`src/rtl/ow_rst_pkg.sv`:
```
package ow_rst_pkg;

  typedef enum logic [1:0] {
    PH_IDLE = 2'd0,
    PH_LOW  = 2'd1,
    PH_WAIT = 2'd2,
    PH_REC  = 2'd3
  } ow_phase_t;

  function automatic int unsigned us_to_cyc(input int unsigned us, input int unsigned cpu);
    return us * cpu;
  endfunction

  function automatic int unsigned max3(input int unsigned a, input int unsigned b,
                                       input int unsigned c);
    int unsigned m;
    m = a;
    if (b > m) m = b;
    if (c > m) m = c;
    return m;
  endfunction

endpackage

```
`src/rtl/ow_line_sync.sv`:
```
module ow_line_sync #(
  parameter int unsigned STAGES   = 2,
  parameter bit          IDLE_LVL = 1'b1
) (
  input  logic clk,
  input  logic rst_n,
  input  logic async_i,
  output logic sync_o
);
  logic [STAGES-1:0] chain_q;

  generate
    for (genvar g = 0; g < STAGES; g++) begin : g_stage
      if (g == 0) begin : g_first
        always_ff @(posedge clk or negedge rst_n) begin
          if (!rst_n) chain_q[0] <= IDLE_LVL;
          else        chain_q[0] <= async_i;
        end
      end else begin : g_next
        always_ff @(posedge clk or negedge rst_n) begin
          if (!rst_n) chain_q[g] <= IDLE_LVL;
          else        chain_q[g] <= chain_q[g-1];
        end
      end
    end
  endgenerate

  assign sync_o = chain_q[STAGES-1];
endmodule

```
`src/rtl/ow_phase_timer.sv`:
```
module ow_phase_timer #(
  parameter int unsigned CNT_W = 16
) (
  input  logic             clk,
  input  logic             rst_n,
  input  logic             load_i,
  input  logic [CNT_W-1:0] load_val_i,
  output logic             zero_o
);
  logic [CNT_W-1:0] cnt_q;

  always_ff @(posedge clk or negedge rst_n) begin
    if (!rst_n)              cnt_q <= '0;
    else if (load_i)         cnt_q <= load_val_i;
    else if (cnt_q != '0)    cnt_q <= cnt_q - 1'b1;
  end

  assign zero_o = (cnt_q == '0);

  AST_TMR_NO_WRAP: assert property (@(posedge clk) disable iff (!rst_n)
    (!load_i && zero_o) |=> zero_o);
endmodule

```
`src/rtl/ow_rst_ctrl.sv`:
```
module ow_rst_ctrl
  import ow_rst_pkg::*;
#(
  parameter int unsigned CNT_W    = 16,
  parameter int unsigned LOW_CYC  = 1920,
  parameter int unsigned WAIT_CYC = 256,
  parameter int unsigned REC_CYC  = 1664
) (
  input  logic             clk,
  input  logic             rst_n,
  input  logic             start_i,
  input  logic             tmr_zero_i,
  input  logic             line_s_i,
  output logic             tmr_load_o,
  output logic [CNT_W-1:0] tmr_val_o,
  output logic             busy_o,
  output logic             done_o,
  output logic             present_o,
  output logic             drive_low_o
);
  localparam logic [CNT_W-1:0] LOW_LD  = CNT_W'(LOW_CYC - 1);
  localparam logic [CNT_W-1:0] WAIT_LD = CNT_W'(WAIT_CYC - 1);
  localparam logic [CNT_W-1:0] REC_LD  = CNT_W'(REC_CYC - 1);

  ow_phase_t phase_q, phase_d;
  logic      done_q, done_d;
  logic      pres_q, pres_d;
  logic      accept;

  assign accept = (phase_q == PH_IDLE) && start_i;

  always_comb begin
    phase_d    = phase_q;
    done_d     = 1'b0;
    pres_d     = pres_q;
    tmr_load_o = 1'b0;
    tmr_val_o  = '0;
    unique case (phase_q)
      PH_IDLE: if (start_i) begin
        phase_d    = PH_LOW;
        pres_d     = 1'b0;
        tmr_load_o = 1'b1;
        tmr_val_o  = LOW_LD;
      end
      PH_LOW: if (tmr_zero_i) begin
        phase_d    = PH_WAIT;
        tmr_load_o = 1'b1;
        tmr_val_o  = WAIT_LD;
      end
      PH_WAIT: if (tmr_zero_i) begin
        phase_d    = PH_REC;
        pres_d     = ~line_s_i;
        tmr_load_o = 1'b1;
        tmr_val_o  = REC_LD;
      end
      PH_REC: if (tmr_zero_i) begin
        phase_d = PH_IDLE;
        done_d  = 1'b1;
      end
      default: phase_d = PH_IDLE;
    endcase
  end

  always_ff @(posedge clk or negedge rst_n) begin
    if (!rst_n) begin
      phase_q <= PH_IDLE;
      done_q  <= 1'b0;
      pres_q  <= 1'b0;
    end else begin
      phase_q <= phase_d;
      done_q  <= done_d;
      pres_q  <= pres_d;
    end
  end

  assign busy_o      = (phase_q != PH_IDLE);
  assign done_o      = done_q;
  assign present_o   = pres_q;
  assign drive_low_o = (phase_q == PH_LOW);

  AST_START_DRIVES: assert property (@(posedge clk) disable iff (!rst_n)
    accept |=> (drive_low_o && busy_o));
  AST_NO_REDRIVE: assert property (@(posedge clk) disable iff (!rst_n)
    (busy_o && !drive_low_o) |=> !drive_low_o);
  AST_PRES_CLEAR: assert property (@(posedge clk) disable iff (!rst_n)
    accept |=> !present_o);
  AST_PRES_HOLD: assert property (@(posedge clk) disable iff (!rst_n)
    (!busy_o && !start_i) |=> $stable(present_o));
  AST_DONE_SINGLE: assert property (@(posedge clk) disable iff (!rst_n)
    done_o |=> !done_o);
  AST_DONE_ENDS_BUSY: assert property (@(posedge clk) disable iff (!rst_n)
    done_o |-> (!busy_o && $past(busy_o)));
  AST_BUSY_START_NOP: assert property (@(posedge clk) disable iff (!rst_n)
    (start_i && busy_o && !tmr_zero_i) |=> (busy_o && $stable(drive_low_o)));
endmodule

```
`src/rtl/ow_reset_presence.sv`:
```
module ow_reset_presence
  import ow_rst_pkg::*;
#(
  parameter int unsigned CYC_PER_US = 100,
  parameter int unsigned LOW_US     = 480,
  parameter int unsigned SAMPLE_US  = 64,
  parameter int unsigned REC_US     = 416,
  parameter int unsigned SYNC_FF    = 2
) (
  input  logic clk,
  input  logic rst_n,
  input  logic start_i,
  output logic busy_o,
  output logic done_o,
  output logic present_o,
  output logic drive_low_o,
  input  logic line_i
);
  localparam int unsigned LOW_CYC  = us_to_cyc(LOW_US, CYC_PER_US);
  localparam int unsigned WAIT_CYC = us_to_cyc(SAMPLE_US, CYC_PER_US);
  localparam int unsigned REC_CYC  = us_to_cyc(REC_US, CYC_PER_US);
  localparam int unsigned MAX_CYC  = max3(LOW_CYC, WAIT_CYC, REC_CYC);
  localparam int unsigned CNT_W    = $clog2(MAX_CYC + 1);

  logic             line_s;
  logic             tmr_load;
  logic [CNT_W-1:0] tmr_val;
  logic             tmr_zero;

  ow_line_sync #(.STAGES(SYNC_FF), .IDLE_LVL(1'b1)) u_sync (
    .clk     (clk),
    .rst_n   (rst_n),
    .async_i (line_i),
    .sync_o  (line_s)
  );

  ow_phase_timer #(.CNT_W(CNT_W)) u_tmr (
    .clk        (clk),
    .rst_n      (rst_n),
    .load_i     (tmr_load),
    .load_val_i (tmr_val),
    .zero_o     (tmr_zero)
  );

  ow_rst_ctrl #(
    .CNT_W    (CNT_W),
    .LOW_CYC  (LOW_CYC),
    .WAIT_CYC (WAIT_CYC),
    .REC_CYC  (REC_CYC)
  ) u_ctrl (
    .clk         (clk),
    .rst_n       (rst_n),
    .start_i     (start_i),
    .tmr_zero_i  (tmr_zero),
    .line_s_i    (line_s),
    .tmr_load_o  (tmr_load),
    .tmr_val_o   (tmr_val),
    .busy_o      (busy_o),
    .done_o      (done_o),
    .present_o   (present_o),
    .drive_low_o (drive_low_o)
  );
endmodule

```
`config.mk`:
```
export PLATFORM = sky130hd
export DESIGN_NAME = ow_reset_presence
export DESIGN_NICKNAME = d
export VERILOG_FILES = /design/src/rtl/ow_rst_pkg.sv /design/src/rtl/ow_line_sync.sv /design/src/rtl/ow_phase_timer.sv /design/src/rtl/ow_rst_ctrl.sv /design/src/rtl/ow_reset_presence.sv
export SDC_FILE = /design/constraint.sdc
export NUM_CORES = 1
export LEC_CHECK = 0
export ABC_AREA = 1
export ABC_CLOCK_PERIOD_IN_PS = 4100
export BUFFER_PORTS_ARGS = -buffer_cell sky130_fd_sc_hd__buf_2
export CAP_MARGIN = 0
export CORE_MARGIN = 3
export CORE_UTILIZATION = 50
export DETAILED_ROUTE_END_ITERATION = 8
export PLACE_DENSITY_LB_ADDON = 0.1
export SETUP_SLACK_MARGIN = 0.05
export SYNTH_ARGS = -nofsm -noshare
export SYNTH_HDL_FRONTEND = slang
export SYNTH_SLANG_ARGS = --single-unit
```
`constraint.sdc`:
```
create_clock -name clk -period 4.1 [get_ports clk]
set_clock_uncertainty 0.1 [all_clocks]
set_input_delay 0 -clock clk [delete_from_list [all_inputs] [get_ports clk]]
set_output_delay 0 -clock clk [all_outputs]
set_load 0.005 [all_outputs]
```
==> impl_metrics.env <==
export IMPL_leakagePower_nw=0.895
export IMPL_layout_drive_gt1_share=0.159
export IMPL_ys_seq_elements=22
export IMPL_grt_usage=0.198
export IMPL_filler_cell_count=261
export IMPL_dieWidth_um=61.2
export IMPL_hold_path_class="input pin to async pin"
export IMPL_clk_pin_slew_worst_paths_ps=120
export IMPL_critical_path_endpoint_type="register"
export IMPL_clock_sinks=22
export IMPL_ff2ff_path_depth=9
export IMPL_rows=19
export IMPL_vias=1330
export IMPL_yosys_top_cells_area="dfrtp_1 (33%), nand2_1 (13%), nor2_1 (8.1%), inv_1 (7.4%), nand3_1 (6.2%)"
export IMPL_floorplan_initialDensity=0.538
export IMPL_syn_area_per_cell_um2=7.18
export IMPL_synth_seq_area_share=0.363
export IMPL_hold_buffers=3
export IMPL_dieArea_um2=3740
export IMPL_dp_final_hpwl_um=2550
export IMPL_crit_type="register to register"
export IMPL_synth_area_leader_cell="dfrtp_1"
export IMPL_syn_inst=212
export IMPL_synth_edf_count=0
export IMPL_drt_iter0_markers=70
export IMPL_worst_path_dominant_cell_family="simple AND/OR/NAND/NOR gates"
export IMPL_globalplace_congestion=0.850
export IMPL_cts_tree="built"
export IMPL_ys_top_cells_by_count="nand2_1 (52), nor2_1 (33), inv_1 (30), dfrtp_1 (20), nand3_1 (19)"
export IMPL_finalHoldViolations=0
export IMPL_grt_max_degree=23
export IMPL_timing_rr_start="u_ctrl.phase_q[0]"
export IMPL_worstPathBufferInverterCount=3
export IMPL_peakVddDrop_mv=0.379
export IMPL_numCtsBuffers=3
export IMPL_cts_setup_buffers=0
export IMPL_synthArstFlopShare=1.00
export IMPL_grt_pass1_wl_um=5530
export IMPL_clock_path_buffers=2
export IMPL_routedWlPerCell_um=12.5
export IMPL_power_per_cell_area_nw_per_um2=680
export IMPL_yosys_area_top_type_share=0.329
export IMPL_setup_viol=0
export IMPL_die_h_um=61.2
export IMPL_fin_ws_ps=2210
export IMPL_htreeDepth=1
export IMPL_cp_cell_sequence="inv_1 -> ha_1 -> nand2_1 -> nor2_1 -> inv_2 -> nand2_8 -> inv_1 -> o21ai_0 -> a21oi_1"
export IMPL_area_growth_pct=9.20
export IMPL_stdcell_count=257
export IMPL_cp_start_kind="register"
export IMPL_fin_tns_setup_ps=0
export IMPL_ys_warn_count=0
export IMPL_maxCapViolCount=0
export IMPL_netlist_area_um2=1520
export IMPL_slowest_delay_ps=430
export IMPL_firstDrtPassIters=4
export IMPL_synthesis_nets=223
export IMPL_cts_root_buffer="clkbuf_4"
export IMPL_min_period_ps=1890
export IMPL_port_buffers=7
export IMPL_max_freq_mhz=528
export IMPL_grt_antenna_before_repair=0
export IMPL_ant_nets=0
export IMPL_dp_cells=250
export IMPL_cts_resized=0
export IMPL_ios=8
export IMPL_status="complete, no violations"
export IMPL_drcViolationCount=0
export IMPL_power_mw=1.13
export IMPL_slowest_stage="dfrtp_1"
export IMPL_routed_wl_um=3210
export IMPL_tightest_slew_ps=494
export IMPL_path_common_cell="inv_1"
export IMPL_grt_pass1_vias=1284
export IMPL_dp_slack_ps=2230
export IMPL_core_um2=2830
export IMPL_clk_latency_ps=320
export IMPL_synth_main_ff_cell="dfrtp_1"
export IMPL_rsz0062_at_grt="false"
export IMPL_crit_required_ps=4220
export IMPL_synth_cell_type_count=23
export IMPL_crit_path_max_fanout=10
export IMPL_rrSetupSlack_ps=2210
export IMPL_relSlewSlack=0.670
export IMPL_vias_per_cell=5.18
export IMPL_fin_crit_sh=0.462
export IMPL_slew_viol_final=0
export IMPL_diodes=0
export IMPL_grt_overflow_total=0
export IMPL_nNetsFinal=238
export IMPL_synth_most_common_cell="nand2_1"
export IMPL_final_core_util=0.588
export IMPL_worstReg2RegEnd="u_tmr.cnt_q[7]"
export IMPL_arrival_ps=2010
## logic make-up after synthesis
| family | Yosys count | synth area share |
|---|---|---|
| AND/OR/NAND/NOR | 129 | 0.414 |
| buffers and inverters | 33 | 0.0813 |
| flip-flops | 22 | 0.363 |
| AO/OA/AOI/OAI | 15 | 0.0493 |
| adder cells (fa/ha/maj) | 7 | 0.0575 |
| XOR/XNOR | 6 | 0.0345 |
## cell usage in the layout (no fill, tap or decap), drive strengths merged
cell          n
nand2        59
nor2         44
inv          33
nand3        21
dfrtp        20
a21oi         8
ha            7
buf           7
o21ai         7
xor2          5
clkbuf        4
dlygate4sd3   3
nand4         2
nand3b        2
dfstp         2
nor3          1
xnor2         1
## per-stage QoR
step / hold WS, ps / area (um^2)
floorplan: -396 / 1520
finish: 59.3 / 1660
detailed placement: -105 / 1600
CTS: 75.1 / 1660
global placement: -112 / 1600
global route: 101 / 1660
## sequential cells by signal, summed over array words and instances, names as in the netlist
register	cells
u_ctrl.present_o	1
u_sync.sync_o	1
u_ctrl.phase_q	2
u_sync.chain_q	1
u_ctrl.done_o	1
u_tmr.cnt_q	16
## worst max-delay path by stage
stage / depth (start not counted) / startpoint / slack [ps] / end
2_1_floorplan: 9 / u_ctrl.phase_q[0] / 2430 / u_tmr.cnt_q[7]
3_3_place_gp: 9 / u_ctrl.phase_q[1] / 2280 / u_tmr.cnt_q[13]
3_5_place_dp: 9 / u_ctrl.phase_q[0] / 2230 / u_tmr.cnt_q[7]
4_1_cts: 9 / u_ctrl.phase_q[0] / 2210 / u_tmr.cnt_q[7]
5_1_grt: 9 / u_ctrl.phase_q[0] / 2020 / u_tmr.cnt_q[7]
6_report: 9 / u_ctrl.phase_q[0] / 2210 / u_tmr.cnt_q[7]
## area by class of cell
type	count	area, um^2	share of cell area
multi-input cells	157	846	0.509
flip-flops and latches	22	553	0.333
inverters	33	124	0.0745
repair buffers	10	65.1	0.0391
well taps	31	38.8	0.0233
clock buffers	4	36.3	0.0218
## worst reg2reg max path, stage by stage (launching register included)
cell and delay, ps:
dfrtp_1 430, inv_1 120, ha_1 220, nand2_1 80, nor2_1 230, inv_2 180
nand2_8 140, inv_1 120, o21ai_0 90, a21oi_1 80
## power by group
| group | switching, mW | total (mW) | internal (mW) |
|---|---|---|---|
| Sequential | 0.0746 | 0.370 | 0.296 |
| Clock | 0.0675 | 0.122 | 0.0544 |
| Combinational | 0.407 | 0.639 | 0.232 |
## per-layer routing
layer / vias to the layer above / GRT usage / share of wire
met3: 5 / 0.0210 / 0.035
met1: 620 / 0.263 / 0.48
met2: 22 / 0.334 / 0.47
met4: 0 / 0.0712 / 0.016
met5: - / 0 / 0
li1: 683 / - / -
Power figures use the tool's default switching activity.
